$ cat src/rtl/i2c_tgt_pkg.sv
package i2c_tgt_pkg;
  localparam int BYTE_W = 8;

  typedef enum logic [2:0] {
    ST_IDLE,
    ST_ADDR,
    ST_PTR,
    ST_WR,
    ST_RD,
    ST_SKIP
  } tgt_state_e;
endpackage

$ cat src/rtl/i2c_tgt_sync.sv
module i2c_tgt_sync #(
  parameter int STAGES = 2
) (
  input  logic clk_i,
  input  logic rst_ni,
  input  logic line_i,
  output logic lvl_o,
  output logic prev_o,
  output logic rise_o,
  output logic fall_o
);
  logic [STAGES-1:0] pipe_q;
  logic              prev_q;

  // idle bus is high, so reset to 1 to avoid a false edge
  always_ff @(posedge clk_i or negedge rst_ni) begin
    if (!rst_ni) begin
      pipe_q <= '1;
      prev_q <= 1'b1;
    end else begin
      pipe_q <= {pipe_q[STAGES-2:0], line_i};
      prev_q <= pipe_q[STAGES-1];
    end
  end

  assign lvl_o  = pipe_q[STAGES-1];
  assign prev_o = prev_q;
  assign rise_o = lvl_o & ~prev_q;
  assign fall_o = ~lvl_o & prev_q;
endmodule

$ cat src/rtl/i2c_tgt_regfile.sv
module i2c_tgt_regfile #(
  parameter int NUM_REGS = 16,
  parameter int AW       = 4
) (
  input  logic                            clk_i,
  input  logic                            rst_ni,
  input  logic                            bus_we_i,
  input  logic [AW-1:0]                   bus_waddr_i,
  input  logic [i2c_tgt_pkg::BYTE_W-1:0]  bus_wdata_i,
  input  logic [AW-1:0]                   bus_raddr_i,
  output logic [i2c_tgt_pkg::BYTE_W-1:0]  bus_rdata_o,
  input  logic                            host_we_i,
  input  logic [AW-1:0]                   host_addr_i,
  input  logic [i2c_tgt_pkg::BYTE_W-1:0]  host_wdata_i,
  output logic [i2c_tgt_pkg::BYTE_W-1:0]  host_rdata_o
);
  import i2c_tgt_pkg::*;

  logic [BYTE_W-1:0] regs_q [NUM_REGS];

  for (genvar i = 0; i < NUM_REGS; i++) begin : g_reg
    always_ff @(posedge clk_i or negedge rst_ni) begin
      if (!rst_ni) begin
        regs_q[i] <= '0;
      end else if (bus_we_i && bus_waddr_i == AW'(i)) begin
        regs_q[i] <= bus_wdata_i;
      end else if (host_we_i && host_addr_i == AW'(i)) begin
        regs_q[i] <= host_wdata_i;
      end
    end
  end

  assign bus_rdata_o  = (int'(bus_raddr_i) < NUM_REGS) ? regs_q[bus_raddr_i] : '0;
  assign host_rdata_o = (int'(host_addr_i) < NUM_REGS) ? regs_q[host_addr_i] : '0;
endmodule

$ cat src/rtl/i2c_tgt_engine.sv
module i2c_tgt_engine #(
  parameter int NUM_REGS   = 16,
  parameter bit SINGLE_REG = 1'b0,
  parameter int AW         = 4
) (
  input  logic                           clk_i,
  input  logic                           rst_ni,
  input  logic [6:0]                     dev_addr_i,
  input  logic                           scl_rise_i,
  input  logic                           scl_fall_i,
  input  logic                           sda_lvl_i,
  input  logic                           start_i,
  input  logic                           stop_i,
  input  logic [i2c_tgt_pkg::BYTE_W-1:0] rd_data_i,
  output logic [AW-1:0]                  ptr_o,
  output logic                           wr_en_o,
  output logic [AW-1:0]                  wr_addr_o,
  output logic [i2c_tgt_pkg::BYTE_W-1:0] wr_data_o,
  output logic                           sda_oe_o,
  output i2c_tgt_pkg::tgt_state_e        state_o,
  output logic                           in_ack_o
);
  import i2c_tgt_pkg::*;

  tgt_state_e        st_q;
  logic [3:0]        bit_cnt_q;
  logic              in_ack_q;
  logic [BYTE_W-1:0] shreg_q;
  logic [BYTE_W-1:0] tx_q;
  logic [AW-1:0]     ptr_q;
  logic              rw_q;
  logic              mnack_q;
  logic              oe_q;
  logic              wr_en_q;
  logic [AW-1:0]     wr_addr_q;
  logic [BYTE_W-1:0] wr_data_q;
  logic [AW-1:0]     ptr_next;

  if (SINGLE_REG) begin : g_ptr_single
    assign ptr_next = '0;
  end else begin : g_ptr_multi
    assign ptr_next = (ptr_q == AW'(NUM_REGS - 1)) ? '0 : ptr_q + AW'(1);
  end

  always_ff @(posedge clk_i or negedge rst_ni) begin
    if (!rst_ni) begin
      st_q      <= ST_IDLE;
      bit_cnt_q <= '0;
      in_ack_q  <= 1'b0;
      shreg_q   <= '0;
      tx_q      <= '0;
      ptr_q     <= '0;
      rw_q      <= 1'b0;
      mnack_q   <= 1'b1;
      oe_q      <= 1'b0;
      wr_en_q   <= 1'b0;
      wr_addr_q <= '0;
      wr_data_q <= '0;
    end else begin
      wr_en_q <= 1'b0;
      if (start_i) begin
        st_q      <= ST_ADDR;
        bit_cnt_q <= '0;
        in_ack_q  <= 1'b0;
        oe_q      <= 1'b0;
      end else if (stop_i) begin
        st_q      <= ST_IDLE;
        bit_cnt_q <= '0;
        in_ack_q  <= 1'b0;
        oe_q      <= 1'b0;
      end else if (scl_rise_i) begin
        if (!in_ack_q && bit_cnt_q != 4'd8 &&
            (st_q == ST_ADDR || st_q == ST_PTR || st_q == ST_WR || st_q == ST_RD)) begin
          bit_cnt_q <= bit_cnt_q + 4'd1;
          if (st_q != ST_RD) shreg_q <= {shreg_q[BYTE_W-2:0], sda_lvl_i};
        end
        if (st_q == ST_RD && in_ack_q) mnack_q <= sda_lvl_i;
      end else if (scl_fall_i) begin
        case (st_q)
          ST_ADDR, ST_PTR, ST_WR: begin
            if (!in_ack_q) begin
              if (bit_cnt_q == 4'd8) begin
                // byte complete: decide ACK for the ninth clock
                unique case (st_q)
                  ST_ADDR: begin
                    if (shreg_q[7:1] == dev_addr_i) begin
                      in_ack_q <= 1'b1;
                      oe_q     <= 1'b1;
                      rw_q     <= shreg_q[0];
                    end else begin
                      st_q <= ST_SKIP;
                      oe_q <= 1'b0;
                    end
                  end
                  ST_PTR: begin
                    if (int'(shreg_q) < NUM_REGS) begin
                      in_ack_q <= 1'b1;
                      oe_q     <= 1'b1;
                      ptr_q    <= shreg_q[AW-1:0];
                    end else begin
                      st_q <= ST_SKIP;
                      oe_q <= 1'b0;
                    end
                  end
                  default: begin
                    in_ack_q  <= 1'b1;
                    oe_q      <= 1'b1;
                    wr_en_q   <= 1'b1;
                    wr_addr_q <= ptr_q;
                    wr_data_q <= shreg_q;
                    ptr_q     <= ptr_next;
                  end
                endcase
              end
            end else begin
              // end of ACK clock
              in_ack_q  <= 1'b0;
              bit_cnt_q <= '0;
              oe_q      <= 1'b0;
              if (st_q == ST_ADDR) begin
                if (rw_q) begin
                  st_q <= ST_RD;
                  tx_q <= rd_data_i;
                  oe_q <= ~rd_data_i[BYTE_W-1];
                end else begin
                  st_q <= SINGLE_REG ? ST_WR : ST_PTR;
                end
              end else begin
                st_q <= ST_WR;
              end
            end
          end
          ST_RD: begin
            if (!in_ack_q) begin
              if (bit_cnt_q == 4'd8) begin
                in_ack_q <= 1'b1;
                oe_q     <= 1'b0;
                ptr_q    <= ptr_next;
              end else begin
                oe_q <= ~tx_q[3'd7 - bit_cnt_q[2:0]];
              end
            end else begin
              in_ack_q  <= 1'b0;
              bit_cnt_q <= '0;
              if (mnack_q) begin
                st_q <= ST_SKIP;
                oe_q <= 1'b0;
              end else begin
                tx_q <= rd_data_i;
                oe_q <= ~rd_data_i[BYTE_W-1];
              end
            end
          end
          default: ;
        endcase
      end
    end
  end

  assign ptr_o     = ptr_q;
  assign wr_en_o   = wr_en_q;
  assign wr_addr_o = wr_addr_q;
  assign wr_data_o = wr_data_q;
  assign sda_oe_o  = oe_q;
  assign state_o   = st_q;
  assign in_ack_o  = in_ack_q;
endmodule

$ cat src/rtl/i2c_reg_target.sv
module i2c_reg_target #(
  parameter int NUM_REGS    = 16,
  parameter bit SINGLE_REG  = 1'b0,
  parameter int SYNC_STAGES = 2,
  localparam int AW = (NUM_REGS > 1) ? $clog2(NUM_REGS) : 1
) (
  input  logic          clk_i,
  input  logic          rst_ni,
  input  logic [6:0]    dev_addr_i,
  input  logic          scl_i,
  input  logic          sda_i,
  output logic          sda_oe_o,
  input  logic          host_we_i,
  input  logic [AW-1:0] host_addr_i,
  input  logic [7:0]    host_wdata_i,
  output logic [7:0]    host_rdata_o
);
  import i2c_tgt_pkg::*;

  logic scl_lvl, scl_prev, scl_rise, scl_fall;
  logic sda_lvl, sda_prev, sda_rise, sda_fall;
  logic start_det, stop_det;
  logic [AW-1:0]     ptr;
  logic              bus_we;
  logic [AW-1:0]     bus_waddr;
  logic [BYTE_W-1:0] bus_wdata;
  logic [BYTE_W-1:0] bus_rdata;
  tgt_state_e        state;
  logic              in_ack;

  i2c_tgt_sync #(.STAGES(SYNC_STAGES)) u_scl_sync (
    .clk_i  (clk_i),
    .rst_ni (rst_ni),
    .line_i (scl_i),
    .lvl_o  (scl_lvl),
    .prev_o (scl_prev),
    .rise_o (scl_rise),
    .fall_o (scl_fall)
  );

  i2c_tgt_sync #(.STAGES(SYNC_STAGES)) u_sda_sync (
    .clk_i  (clk_i),
    .rst_ni (rst_ni),
    .line_i (sda_i),
    .lvl_o  (sda_lvl),
    .prev_o (sda_prev),
    .rise_o (sda_rise),
    .fall_o (sda_fall)
  );

  assign start_det = scl_lvl & scl_prev & sda_fall;
  assign stop_det  = scl_lvl & scl_prev & sda_rise;

  i2c_tgt_engine #(
    .NUM_REGS   (NUM_REGS),
    .SINGLE_REG (SINGLE_REG),
    .AW         (AW)
  ) u_engine (
    .clk_i      (clk_i),
    .rst_ni     (rst_ni),
    .dev_addr_i (dev_addr_i),
    .scl_rise_i (scl_rise),
    .scl_fall_i (scl_fall),
    .sda_lvl_i  (sda_lvl),
    .start_i    (start_det),
    .stop_i     (stop_det),
    .rd_data_i  (bus_rdata),
    .ptr_o      (ptr),
    .wr_en_o    (bus_we),
    .wr_addr_o  (bus_waddr),
    .wr_data_o  (bus_wdata),
    .sda_oe_o   (sda_oe_o),
    .state_o    (state),
    .in_ack_o   (in_ack)
  );

  i2c_tgt_regfile #(
    .NUM_REGS (NUM_REGS),
    .AW       (AW)
  ) u_regs (
    .clk_i        (clk_i),
    .rst_ni       (rst_ni),
    .bus_we_i     (bus_we),
    .bus_waddr_i  (bus_waddr),
    .bus_wdata_i  (bus_wdata),
    .bus_raddr_i  (ptr),
    .bus_rdata_o  (bus_rdata),
    .host_we_i    (host_we_i),
    .host_addr_i  (host_addr_i),
    .host_wdata_i (host_wdata_i),
    .host_rdata_o (host_rdata_o)
  );
endmodule

$ cat config.mk
export PLATFORM = sky130hd
export DESIGN_NAME = i2c_reg_target
export DESIGN_NICKNAME = d
export VERILOG_FILES = /design/src/rtl/i2c_tgt_pkg.sv /design/src/rtl/i2c_tgt_sync.sv /design/src/rtl/i2c_tgt_regfile.sv /design/src/rtl/i2c_tgt_engine.sv /design/src/rtl/i2c_reg_target.sv
export SDC_FILE = /design/constraint.sdc
export NUM_CORES = 1
export LEC_CHECK = 0
export BUFFER_PORTS_ARGS = -buffer_cell sky130_fd_sc_hd__buf_2
export CELL_PAD_IN_SITES_DETAIL_PLACEMENT = 0
export CELL_PAD_IN_SITES_GLOBAL_PLACEMENT = 1
export CORE_ASPECT_RATIO = 0.5
export CORE_UTILIZATION = 40
export DETAILED_ROUTE_END_ITERATION = 10
export GPL_TIMING_DRIVEN = 0
export HOLD_SLACK_MARGIN = 0.05
export PLACE_DENSITY_LB_ADDON = 0.08
export SYNTH_ARGS = -nofsm -noshare
export SYNTH_HDL_FRONTEND = slang
export SYNTH_SLANG_ARGS = --single-unit
$ cat constraint.sdc
create_clock -name clk_i -period 3.1 [get_ports clk_i]
set_input_delay 0.155 -clock clk_i [delete_from_list [all_inputs] [get_ports clk_i]]
set_output_delay 0.155 -clock clk_i [all_outputs]
set_load 0.02 [all_outputs]
# == After elaboration in Yosys (flattened, before gate mapping) ==
# Index checks and enable logic that the tools add are counted.
# word_totals
ff_bits,178
out_inout_bits,9
elab_cells,300
input_bits,24
# classes
n_reduce_logical,76
eq_ne,58
magnitude_cmp,4
bitwise_logic,20
n_addsub,3
muxes,107
# ops
op,n
$mux W8,41
$eq A4 B4 Y1 const B,18
$bmux W8 S4,2
$mux W4,13
$mux W3,12
$logic_and A1 B1 Y1,35
$reduce_bool A2 Y1,17
$eq A4 B3 Y1 const B,8
$mux W1,30
$reduce_and A9 Y1,2
$eq A4 B2 Y1 const B,4
$pmux W4 S2,2
$pmux W8 S2,1
$reduce_bool A4 Y1,4
$ne A6 B5 Y1 const B,2
$pmux W3 S2,2
$reduce_and A4 Y1,3
$not A1 Y1,11
$reduce_and A11 Y1,1
$ge A5 B5 Y1 const B,2
$ne A2 B1 Y1 const B,5
$ne A2 B2 Y1 const B,5
$not A4 Y5,2
$reduce_and A10 Y1,1
29 further kinds,45

# == Depth between registers and ports, before layout ==
# Gate-level depths: netlist of run 1.
# logic_depth
depth_word,13
mapped_depth,9
mapped_depth_nobuf,8

# == Hierarchy ==
# Synthesis of run 1 repeated with hierarchy kept, for this count alone.
# hier_totals
cells_unflattened,1171
hier_area_um2,11232.0
# modules_own_cells
module,seq_area_each_um2,instances,area_each_um2,cells_per_inst
i2c_tgt_regfile,3203.1,1,8630.8,953
i2c_tgt_engine,1102.3,1,2401.1,206
i2c_tgt_sync,78.8,2,93.8,5
i2c_reg_target,0.0,1,12.5,2

# == Worst setup path after synthesis of run 1 ==
# OpenSTA, ideal clock, no wires.
# synth_timing
kind,reg2reg
startpoint,reg u_scl_sync.prev_q (netlist: u_scl_sync.prev_o)
endpoint,reg u_engine.bit_cnt_q[2]
period_less_slack_ns,2.222
slack_ns,0.878
t_arrival_ns,2.144
t_required_ns,3.023
n_path_buf,1
path_stages_with_launch,10
setup_ns,0.077
cell_sequence,dfstp_2 > inv_1 > ha_1 > clkbuf_1 > inv_1 > nand2_1 > a211o_1 > or2_0 > or3b_1 > a21oi_1
# synth_via
elab_chain_len,5
word_cells_on_any_way,14
cone_classes,eq/ne: 1; mux: 3; bitwise: 6; reduce/logical: 4
# synth_rtl
element,line,text
"start, declared",i2c_tgt_sync.sv:13,logic prev_q;
"start signal, assigned",i2c_tgt_sync.sv:22,prev_q <= pipe_q[STAGES-1];
branches (longest 5 deep; another with $ne A4 B1 Y1),-,
"end signal, assigned",i2c_tgt_engine.sv:74,bit_cnt_q <= bit_cnt_q + 4'd1;
"end, declared",i2c_tgt_engine.sv:26,logic [3:0] bit_cnt_q;
# Parallel ways; which one is timed is not known.
# A chain may end at the register's enable or synchronous reset.

# == Worst setup path after layout of run 1 ==
# layout_timing
startpoint,reg u_engine.ptr_q[1] (netlist: u_engine.ptr_o[1])
endpoint,reg u_engine.tx_q[0]
# layout_via
elab_chain_len,8
word_cells_on_any_way,10
cone_classes,mux: 9; bitwise: 1
# layout_rtl
element,line,text
"start, declared",i2c_tgt_engine.sv:30,logic [AW-1:0] ptr_q;
"start signal, assigned",i2c_tgt_engine.sv:99,ptr_q <= shreg_q[AW-1:0];
"start signal, assigned",i2c_tgt_engine.sv:111,ptr_q <= ptr_next;
"start signal, assigned",i2c_tgt_engine.sv:138,ptr_q <= ptr_next;
$not A4 Y5 (implied by the code) *,i2c_tgt_regfile.sv:33,assign bus_rdata_o = (int'(bus_raddr_i) < NUM_REGS) ? regs_q[bus_raddr_i] : '0;
$bmux W8 S4 *,i2c_tgt_regfile.sv:33,
$mux W8 (implied by the code) * (2 in series),i2c_tgt_regfile.sv:33,
$mux W8,i2c_tgt_engine.sv:121,if (rw_q) begin
$mux W8,i2c_tgt_engine.sv:120,if (st_q == ST_ADDR) begin
$mux W8,i2c_tgt_engine.sv:81,if (!in_ack_q) begin
$pmux W8 S2 *,i2c_tgt_engine.sv:79,case (st_q)
"end signal, assigned",i2c_tgt_engine.sv:123,tx_q <= rd_data_i;
"end signal, assigned",i2c_tgt_engine.sv:149,tx_q <= rd_data_i;
"end, declared",i2c_tgt_engine.sv:29,logic [BYTE_W-1:0] tx_q;
# Every way passes the cells marked *; elsewhere a longest branch is shown, timed or not. The select of a mux whose other input is x is not followed.

==> results of run 1 <==
## critical path, stage by stage, from the launching register on
cell and delay, ns:
dfrtp_1 0.36, buf_4 0.19, buf_12 0.16, clkbuf_1 0.59, mux4_1 0.55, mux4_2 0.53, mux2_2 0.27
## stage by stage
stage	std cells	utilization, %	setup TNS (ns)
6_report	1350	46.55	0
3_5_place_dp	1316	44.05	0
4_1_cts	1350	46.55	0
5_1_grt	1350	46.55	0
3_3_place_gp	1315	43.91	-213.64
2_1_floorplan	940	-	0
## cells in the final DEF, fill, tap and decap left out, types with 8 or more instances in the layout
master and n:
dfrtp_1 171, nor2_2 9, mux4_2 52, mux2_4 9
buf_2 41, nand2_1 61, inv_1 8, clkbuf_16 17
clkbuf_1 55, o21ai_0 51, mux2_2 25, a21oi_1 103
nor2_1 105, mux2i_1 139, mux4_1 27, nand3_1 10
## routing by layer
| metal | track usage, % | vias to the layer above | routed length, um | part of all wire, % |
|---|---|---|---|---|
| li1 | - | 3585 | - | - |
| met1 | 44.94 | 4359 | 18060 | 46 |
| met2 | 40.18 | 446 | 15980 | 41 |
| met3 | 8.454 | 63 | 4017 | 10 |
| met4 | 9.091 | 4 | 1064 | 2.7 |
| met5 | 0 | - | 31 | 0.079 |
## worst max-delay path by stage
| stage | from | to | slack, ns | depth (start not counted) |
|---|---|---|---|---|
| global placement | rst_ni | u_regs.regs_q[23] | -1.27 | 1 |
| finish | u_engine.ptr_o[1] | u_engine.tx_q[0] | 0.31 | 6 |
| floorplan | u_scl_sync.prev_o | u_engine.bit_cnt_q[2] | 0.88 | 9 |
| detailed placement | u_engine.ptr_o[1] | u_engine.tx_q[0] | 0.35 | 6 |
| global route | u_engine.ptr_o[1] | u_engine.tx_q[0] | 0.32 | 6 |
| CTS | u_engine.ptr_o[1] | u_engine.tx_q[0] | 0.34 | 6 |
## state kept, by name (all words and copies together) (netlist names), 2 cells and up
| name | cells |
|---|---|
| u_engine.tx_q | 8 |
| u_engine.bit_cnt_q | 4 |
| u_scl_sync.pipe_q | 2 |
| u_engine.ptr_o | 4 |
| u_sda_sync.pipe_q | 2 |
| u_engine.wr_data_o | 8 |
| u_engine.wr_addr_o | 4 |
| u_engine.state_o | 3 |
| u_regs.regs_q | 128 |
| u_engine.shreg_q | 8 |
## logic make-up after synthesis
kind of cell / Yosys count
simple gates: 233
flops: 178
compound gates: 173
xor+xnor: 9
mux: 252
fa+ha+maj: 7
buf+inv: 88
## power breakdown
part,total [mW],internal (mW),switching [mW]
clock,2.36,1.35,1.00
combinational,1.51,0.761,0.749
sequential,3.24,2.78,0.466
total,7.11,4.89,2.22
## area by class of cell
type	count	area, um2
plain buffers	80	395.4
clock inverters	8	125.1
flip-flops and latches	178	4463
fillers	2414	13760
repair buffers	35	222.7
well taps	344	430.4
inverters	8	30.03
clock buffers	23	488.0
multi-input cells	674	5833
==> summary.txt, run 1 <==
Worst setup path
  – Worst Path Max Fanout: 10
  – Setup Crit Path Kind: register to register
  – Arrival @ worst endpoint: 3.14 ns
  – CP required: ~3.5 ns
  – Flop-to-flop setup slack: roughly 0.31 ns
  – Reg2reg end: u_engine.tx_q[0]
  – Worst-case reg-to-reg path depth: 6
  – Startpoint Class: register
  – Type of element capturing the critical path: register
  – Worst r2r src: u_engine.ptr_o[1]

Floorplan
  – Core ar.: 25750 um2
  – Io pins: 33
  – Die extent in x: ~230 um
  – Initial Util: between 40% and 50%
  – Die area: approximately 28000 um2
  – DIE HEIGHT: between 100 and 150 um
  – Rows: around 40

Clock tree
  – Setup bufs post-CTS: 0
  – Post-cts resize count: 0
  – H-tree Lvls: 4
  – Worst-path clk slew: about 0.070 ns
  – Hold Buf Count CTS: 3
  – CTS buffer count: 17
  – Bufs on Longest Clock Path: 2
  – Clock Latency Late Sink: 0.46 ns
  – CTS tree: built
  – Clock Sinks: 178
  – Clock root cell: clkbuf_16

Final layout
  – Area delta synth->final: 11.81%
  – Finished Cell Area: roughly 12000 um2
  – Share of cells above drive strength 1: between 10% and 20%
  – Nets: 1025
  – Antenna Cells: 0

Synthesis
  – Main synth FF type: dfrtp_1
  – Post-Synth Simple-Gate Area: around a tenth
  – Syn Inst Count: 940
  – Most numerous cell in the Yosys netlist: dfrtp_1
  – Synth Cell Area: approximately 11000 um2
  – Count of cell types in the netlist: 53
  – Post-synth top cells: dfrtp_1 (171), mux2i_1 (139), nor2_1 (105)
  – Syn nets: 971
  – Synth top area cells: dfrtp_1 (40%), mux2i_1 (13%), mux4_2 (11%)
  – #FFs+latches synth: approximately 180
  – Xor-xnor portion of the synthesized cell area: 0.7352%
  – Fraction of registers with async set or reset after synthesis: 100.0%
  – Top-area cell type share of the netlist area: between 30% and 40%
  – Area leader, netlist: dfrtp_1
  – Mean Syn Cell Area: ~11 um2
  – Adder and majority cell fraction of the synthesized area: less than 1%
  – Synth warn: 0
  – EDFF count, synth: 0
  – Compound-cell area share of the yosys netlist: roughly 8.6%
  – Largest family of logic cells by synthesized area: multiplexers
  – Register area share after synthesis: 41.63%
  – Post-synthesis mux area share: between 30% and 40%

Detailed routing
  – Total Wirelength: between 30000 and 40000 um
  – DR vias/cell: 6.264
  – Drt first-iter violations: around 1100
  – Drt pass-1 iters: 8
  – DRC viols: 8
  – WL/cell: around 29 um
  – Antenna violation net count after detailed routing: 0
  – DR vias: 8457

Place
  – PortBufs: 31
  – Dpl hpwl: 26890 um
  – Gp weighted congestion: ~0.95
  – Placed instance area: between 10000 and 15000 um2
  – Place WS: around 0.35 ns

Timing
  – Slew HR: around a quarter
  – Worst Setup Slack, final: around 0.31 ns
  – Worst Tran Pin Value: 1.124 ns
  – Setup Skew: 0.007735 ns
  – Fin crit period: about 2.8 ns
  – RSZ-0062 raised after global routing: no
  – Highest clock rate: between 300 and 400 MHz
  – Final period utilization: between 80% and 90%
  – # setup viols final: 0
  – Fin. Hold Viols: 0
  – Fin. max-slew vios: 0
  – Hold Slack: 0.1516 ns

Global routing
  – GRT overflow: 0
  – Vias in the first global route: ~8000
  – Total track usage: around 30%
  – Global-route wire length before repair: 57020 um
  – Initial antenna violation count: 3
  – Largest net degree at the start of global routing: about 110

Pwr
  – Power Density: approximately 590 nW/um2
  – VDD IR max: ~0.43 mV
  – Leak: a little under 5 nW
  – Design Power: 7.109 mW

Run status
  – Outcome: finished, violations left
  – Violated checks: design-rule violations

Hold path
  – Hold Crit Depth: 3
  – HP Class: input pin to register
  – Hold EP: u_regs.regs_q[118]
  – HP Start: host_wdata_i[6]

Job
  – MaxCap Viol Count: 0
Power figures use the tool's default switching activity.
==> run 2, diff against run 1 <==
--- a/config.mk
+++ b/config.mk
@@ -13,7 +13,7 @@
 export DETAILED_ROUTE_END_ITERATION = 10
 export GPL_TIMING_DRIVEN = 0
 export HOLD_SLACK_MARGIN = 0.05
-export PLACE_DENSITY_LB_ADDON = 0.08
+export PLACE_DENSITY = 0.7
 export SYNTH_ARGS = -nofsm -noshare
 export SYNTH_HDL_FRONTEND = slang
 export SYNTH_SLANG_ARGS = --single-unit
==> run 2 against run 1 <==
Core utilization grew 0.17 points. Non-clock buffer count is the same. Critical path type unchanged. Maximum frequency shrank 1.9%. Critical endpoint is now u_engine.tx_q[2]. Wire length shrank 14%. Clock-buffer cell count grew 1. Clock skew grew 0.0023 ns. Highest routed layer unchanged. Final cell count is essentially flat. Critical path depth is the same. Combinational power shrank 5%. The run still ends with design-rule violations left. Sequential share of layout area shrank 0.13 points. Global-route usage shrank 4.3 points.
==> summary.txt, run 2 (same netlist as run 1, synthesis figures left out) <==
Hold path
  – HP Start: host_wdata_i[7]
  – Hold EP: u_regs.regs_q[71]
  – HP Class: input pin to register
  – Hold Crit Depth: 3 (unchanged)

Floorplan
  – Core ar.: 25750 um2 (unchanged)
  – Initial Util: 41.63% (unchanged)
  – Rows: 41 (unchanged)
  – Io pins: 33 (unchanged)
  – DIE HEIGHT: 117.8 um (unchanged)
  – Die area: 27500 um2 (unchanged)
  – Die extent in x: 233.5 um (unchanged)

Worst setup path
  – Slowest-stage cell, CP: clkbuf_1
  – Reg2reg end: u_engine.tx_q[2]
  – Crit-path cells: buf_4 -> buf_12 -> clkbuf_1 -> mux4_1 -> mux4_2 -> mux2_2
  – Worst-case reg-to-reg path depth: 6 (unchanged)
  – Worst Path Max Fanout: 10 (unchanged)
  – Max incr delay on CP: 0.65 ns (+0.06 ns)
  – Worst r2r src: u_engine.ptr_o[1]
  – Arrival @ worst endpoint: 3.18 ns (+0.04 ns)
  – Setup Crit Path Kind: register to register
  – CP required: 3.44 ns (about the same)
  – Type of element capturing the critical path: register
  – Startpoint Class: register
  – Flop-to-flop setup slack: 0.26 ns (-0.06 ns)

Place
  – Gp weighted congestion: 0.9371 (-1.3%)
  – Dpl hpwl: 25140 um (-6.5%)
  – PortBufs: 31 (unchanged)
  – Placed instance area: 11340 um2 (unchanged)

Detailed routing
  – DRC viols: 6 (-2)
  – Drt first-iter violations: 1027 (-6.0%)
  – DR vias/cell: 6.003 (-4.2%)
  – Antenna violation net count after detailed routing: 0 (unchanged)
  – Total Wirelength: 33600 um (-14%)
  – WL/cell: 24.87 um (-14%)
  – DR vias: 8110 (-4.1%)
  – Drt pass-1 iters: 8 (unchanged)

Clock tree
  – Clock Sinks: 178 (unchanged)
  – Post-cts resize count: 0 (unchanged)
  – H-tree Lvls: 4 (unchanged)
  – CTS buffer count: 17 (unchanged)
  – CTS tree: built
  – Bufs on Longest Clock Path: 2 (unchanged)
  – Setup bufs post-CTS: 0 (unchanged)
  – Worst-path clk slew: 0.07 ns (about the same)
  – Clock root cell: clkbuf_16
  – Clock Latency Late Sink: 0.45 ns (about the same)

Job
  – MaxCap Viol Count: 0 (unchanged)

Pwr
  – VDD IR max: 0.3707 mV (-14%)
  – Leak: 4.932 nW (+0.23%)
  – Power Density: 591.0 nW/um2 (-0.35%)

Timing
  – RSZ-0062 raised after global routing: no
  – Highest clock rate: 352.0 MHz (-1.9%)
  – Fin. Hold Viols: 0 (unchanged)
  – Final period utilization: 91.64% (+1.8 points)
  – Fin. max-slew vios: 0 (unchanged)
  – Fin crit period: 2.841 ns (+0.05502 ns)
  – # setup viols final: 0 (unchanged)
  – Worst Tran Pin Value: 1.098 ns (-0.02527 ns)
  – Slew HR: 26.78% (+1.7 points)
  – Setup Skew: 0.01003 ns (+0.002295 ns)

Final layout
  – Post-layout util: 46.72% (+0.17 points)
  – Filler cell count: 2378 (-1.5%)
  – Commonest non-fill, non-tap cell in the layout: dfrtp_1
  – Finished Cell Area: 12030 um2 (+0.36%)
  – Nets: 1025 (unchanged)
  – Biggest register: u_regs.regs_q
  – Share of cells above drive strength 1: 18.77% (-0.12 points)
  – Largest register FFs: 128 (unchanged)
  – Antenna Cells: 0 (unchanged)
  – Area delta synth->final: 12.21%
  – Most frequent cells in the layout: dfrtp_1 (171), mux2i_1 (139), nor2_1 (105), a21oi_1 (103), nand2_1 (61)

Global routing
  – Global-route wire length before repair: 50370 um (-12%)
  – GRT overflow: 0 (unchanged)
  – Initial antenna violation count: 1 (-2)
  – Largest net degree at the start of global routing: 102 (-6.4%)
  – Vias in the first global route: 7727 (-3.4%)
  – Total track usage: 25.33% (-4.3 points)

Run status
  – Outcome: finished, violations left
  – Violated checks: design-rule violations
-- run 2: cell types whose count changed in the layout (fill, tap and decap cells not counted) --
cell        previous run  this run
bufinv_16              3         5
clkbuf_1              55        57
clkbuf_8               4         3
clkinv_2               2         0
clkinvlp_4             1         2
inv_6                  1         0
-- run 2: worst max path at each step --
stage	startpoint	to	slack [ns]	cells past startpoint
6_report	u_engine.ptr_o[1]	u_engine.tx_q[2]	0.26	6
5_1_grt	u_engine.ptr_o[1]	u_engine.tx_q[1]	0.24	6
4_1_cts	u_engine.ptr_o[1]	u_engine.tx_q[1]	0.32	6
3_5_place_dp	u_engine.ptr_o[1]	u_engine.tx_q[1]	0.33	6
3_3_place_gp	rst_ni	u_regs.regs_q[18]	-1.16	1
2_1_floorplan	u_scl_sync.prev_o	u_engine.bit_cnt_q[2]	0.88	9
-- run 2: critical path, delay by kind of cell, from the launching register on --
| family | cells | cell delay, ns |
|---|---|---|
| muxes | 3 | 1.36 |
| DFF | 1 | 0.35 |
| buffers and inverters | 3 | 1.00 |
-- run 2: metal layers --
metal	track usage, %	wire, um
met5	0	13
met4	5.317	363
met3	7.413	3076
met2	35.56	14590
met1	38.30	15560
-- run 2: metrics by stage --
step	setup WS, ns	power [mW]	setup TNS [ns]	hold WS [ns]	instances
after global placement	-1.159	4.574	-195.30	0.2626	1315
after global routing	0.2436	7.423	0	0.1203	1351
after floorplan	0.8784	4.097	0	-0.1406	940
final	0.2590	7.109	0	0.1290	1351
after CTS	0.3188	7.115	0	0.09680	1351
after detailed placement	0.3300	4.644	0	0.1844	1316
-- run 2: cell type report --
type	instances	area (um2)	share of cell area, %
clock buffer	24	481.7	4.004
timing repair buffer	35	222.7	1.851
inverter	8	30.03	0.2496
tap	344	430.4	3.578
buffer	80	395.4	3.287
clock inverter	8	173.9	1.446
sequential	178	4463	37.10
multi-input combinational	674	5833	48.49
-- run 2: report_power, final --
group,leakage [nW],internal [mW],switching [mW]
registers,2.08,2.78,0.420
logic,2.54,0.759,0.686
clock network,0.311,1.50,0.970
total,4.93,5.03,2.08
-- run 2: repair_timing --
item / 4_1_cts / 5_1_grt
endpoints found under the hold margin: 72 / 0
setup endpoints to repair: 0 / 0
hold buffers: 3 / 0
==> run 3, diff against run 2 <==
--- a/config.mk
+++ b/config.mk
@@ -8,12 +8,12 @@
 export BUFFER_PORTS_ARGS = -buffer_cell sky130_fd_sc_hd__buf_2
 export CELL_PAD_IN_SITES_DETAIL_PLACEMENT = 0
 export CELL_PAD_IN_SITES_GLOBAL_PLACEMENT = 1
-export CORE_ASPECT_RATIO = 0.5
 export CORE_UTILIZATION = 40
 export DETAILED_ROUTE_END_ITERATION = 10
 export GPL_TIMING_DRIVEN = 0
 export HOLD_SLACK_MARGIN = 0.05
-export PLACE_DENSITY = 0.7
+export PLACE_DENSITY_LB_ADDON = 0.1
 export SYNTH_ARGS = -nofsm -noshare
 export SYNTH_HDL_FRONTEND = slang
+export SYNTH_HIERARCHICAL = 1
 export SYNTH_SLANG_ARGS = --single-unit
==> run 3 against run 2 <==
The run now ends clean. Setup slack got worse by 0.064 ns. Synthesized cell count grew 25%. First-iteration DRC count grew 57%. Via count is 32% higher. Sequential power rose by 4%. Die area up 4.6%. Maximum frequency decreased by 2.2%. Highest routed layer is now met4.
==> summary.txt, run 3 <==
Run status
  – Outcome: complete, no violations

Worst setup path
  – Setup Crit Path Kind: register to register
  – CP required: 3.48 ns (+0.04 ns)
  – Slowest-stage cell, CP: mux4_2
  – Type of element capturing the critical path: register
  – Max incr delay on CP: 0.54 ns (-0.11 ns)
  – Worst Path Max Fanout: 10 (unchanged)
  – Arrival @ worst endpoint: 3.28 ns (+0.10 ns)
  – Startpoint Class: register
  – Crit-path cells: buf_4 -> buf_6 -> mux4_2 -> a22oi_2 -> nand2_1 -> nor2b_2 -> nor2b_1 -> o21a_1 -> a2111oi_1 -> a41o_1

Pwr
  – Power Density: 599.0 nW/um2 (+1.4%)
  – VDD IR max: 0.3498 mV (-5.6%)
  – Leak: 4.512 nW (-8.5%)

Timing
  – RSZ-0062 raised after global routing: no
  – Fin. max-slew vios: 0 (unchanged)
  – Slew HR: 25.10% (-1.7 points)
  – Fin Setup TNS: 0 ns (unchanged)
  – Fin crit period: 2.905 ns (+0.06410 ns)
  – Fin. Hold Viols: 0 (unchanged)
  – Setup Skew: 0.01444 ns (+0.004413 ns)
  – Highest clock rate: 344.2 MHz (-2.2%)
  – Worst Setup Slack, final: 0.1949 ns (-0.06410 ns)
  – # setup viols final: 0 (unchanged)
  – Worst Tran Pin Value: 1.123 ns (+0.02514 ns)
  – Final period utilization: 93.71% (+2.1 points)

Final layout
  – Area delta synth->final: 11.41%
  – Commonest non-fill, non-tap cell in the layout: dfrtp_1
  – Largest register FFs: 128 (unchanged)
  – Nets: 1245 (+21%)
  – Biggest register: u_regs/regs_q
  – Finished Cell Area: 12510 um2 (+4.0%)
  – Share of cells above drive strength 1: 19.58% (+0.81 points)
  – Post-Layout Cell Count: 1604 (+19%)
  – Most frequent cells in the layout: dfrtp_1 (169), nand3_1 (133), a31oi_1 (131), nor3_1 (129), o21ai_0 (108)

Detailed routing
  – DR vias/cell: 6.695 (+12%)
  – Antenna violation net count after detailed routing: 0 (unchanged)
  – Drt first-iter violations: 1614 (+57%)
  – Total Wirelength: 46680 um (+39%)
  – WL/cell: 29.10 um (+17%)
  – Drt pass-1 iters: 5 (-3)
  – DRC viols: 0 (-6)
  – DR vias: 10740 (+32%)

Clock tree
  – H-tree Lvls: 4 (unchanged)
  – CTS buffer count: 17 (unchanged)
  – Bufs on Longest Clock Path: 2 (unchanged)
  – Clock Sinks: 178 (unchanged)
  – CTS tree: built
  – Setup bufs post-CTS: 0 (unchanged)
  – Clock root cell: clkbuf_16
  – Worst-path clk slew: 0.07 ns (about the same)
  – Clock Latency Late Sink: 0.45 ns (about the same)

Synthesis
  – Register area share after synthesis: 39.73% (-1.9 points)
  – Synth Cell Area: 11230 um2 (+4.8%)
  – Synth top area cells: dfrtp_1 (38%), mux4_2 (13%), a31oi_1 (7.3%)
  – Syn nets: 1198 (+23%)
  – Count of cell types in the netlist: 67 (+26%)
  – EDFF count, synth: 0 (unchanged)
  – Top-area cell type share of the netlist area: 38.10% (-1.8 points)
  – Synth warn: 6 (+6)
  – #FFs+latches synth: 178 (unchanged)
  – Area leader, netlist: dfrtp_1
  – Main synth FF type: dfrtp_1
  – Fraction of registers with async set or reset after synthesis: 100.0% (unchanged)
  – Post-synth top cells: dfrtp_1 (171), nand3_1 (133), a31oi_1 (131)
  – Mean Syn Cell Area: 9.592 um2 (-16%)
  – Most numerous cell in the Yosys netlist: dfrtp_1
  – Syn Inst Count: 1171 (+25%)

Floorplan
  – Core ar.: 27250 um2 (+5.8%)
  – Die extent in x: 169.6 um (-27%)
  – Io pins: 33 (unchanged)
  – Die area: 28750 um2 (+4.6%)
  – DIE HEIGHT: 169.6 um (+44%)
  – Initial Util: 41.22% (-0.42 points)
  – Rows: 60 (+46%)

Global routing
  – Largest net degree at the start of global routing: 98 (-3.9%)
  – Global-route wire length before repair: 69690 um (+38%)
  – GRT overflow: 0 (unchanged)
  – Initial antenna violation count: 0 (-1)
  – Vias in the first global route: 10390 (+34%)
  – Total track usage: 33.56% (+8.2 points)

Hold path
  – HP Class: input pin to register

Place
  – PortBufs: 24 (-23%)
  – Dpl hpwl: 32470 um (+29%)
  – Dpl cells: 1568 (+19%)
  – Gp weighted congestion: 0.9175 (-2.1%)
  – Place WS: -0.2719 ns (-0.6019 ns)
  – Placed instance area: 11860 um2 (+4.5%)

Job
  – MaxCap Viol Count: 0 (unchanged)
[run 3: metrics by stage]
step / hold slack, ns / power, mW / utilization, %
floorplan: -0.1406 / 4.478 / -
global placement: 0.2629 / 5.122 / 43.37
detailed placement: 0.2022 / 5.156 / 43.50
CTS: 0.08484 / 7.469 / 45.87
global route: 0.1075 / 7.820 / 45.91
finish: 0.1031 / 7.495 / 45.92
[run 3: cell type report]
| type | instances | area, um2 |
|---|---|---|
| fill | 2642 | 14740 |
| multi-input combinational | 825 | 6046 |
| sequential | 178 | 4466 |
| buffer | 161 | 721.9 |
| tap | 372 | 465.4 |
| clock buffer | 18 | 429.2 |
| timing repair buffer | 28 | 187.7 |
| clock inverter | 14 | 168.9 |
| inverter | 7 | 26.28 |
| antenna | 1 | 2.502 |
[run 3: worst max-delay path: cells and delay by family, from the launching register on]
kind / cells / cell delay, ns
compound gates: 4 / 1.01
buf+inv: 2 / 0.45
flops: 1 / 0.45
mux: 1 / 0.54
simple gates: 3 / 0.40
[run 3: timing repair]
item,CTS,global route
endpoints found under the setup margin,1,1
endpoints found under the hold margin,76,0
hold buffers,3,0
cloned,0,0
gates resized for setup,8,4
[run 3: report_power, final]
group / switching (mW) / internal [mW]
registers: 0.488 / 2.86
clock network: 1.10 / 1.22
logic: 0.929 / 0.903
total: 2.52 / 4.98
[run 3: logic make-up after synthesis]
| group | share of synthesized area, % |
|---|---|
| simple gates | 17.91 |
| flops | 39.73 |
| buf+inv | 6.517 |
| compound gates | 18.04 |
| mux | 16.77 |
| xor+xnor | 0.7017 |
| fa+ha+maj | 0.3342 |
[run 3: layer usage]
layer / track usage [%] / vias up / wire length (um)
li1: - / 4544 / -
met1: 44.08 / 5407 / 18510
met2: 50.78 / 667 / 20990
met3: 9.515 / 121 / 4953
met4: 16.49 / 0 / 2235
met5: 0 / - / 0
[run 3: worst paths after layout]
| check | from | end | slack, ns | cells past startpoint |
|---|---|---|---|---|
| setup / recovery | u_engine/ptr_o[0] | u_engine/sda_oe_o | 0.19 | 10 |
| hold / removal | host_wdata_i[5] | u_regs/regs_q[29] | 0.10 | 3 |
| setup reg to reg | u_engine/ptr_o[0] | u_engine/sda_oe_o | 0.19 | 10 |
| hold reg to reg | u_scl_sync/pipe_q[0] | u_scl_sync/pipe_q[1] | 0.36 | 0 |
| max in group asynchronous | rst_ni | u_regs/regs_q[40] | 1.85 | 3 |
| min in group asynchronous | rst_ni | u_engine/shreg_q[7] | 0.29 | 2 |
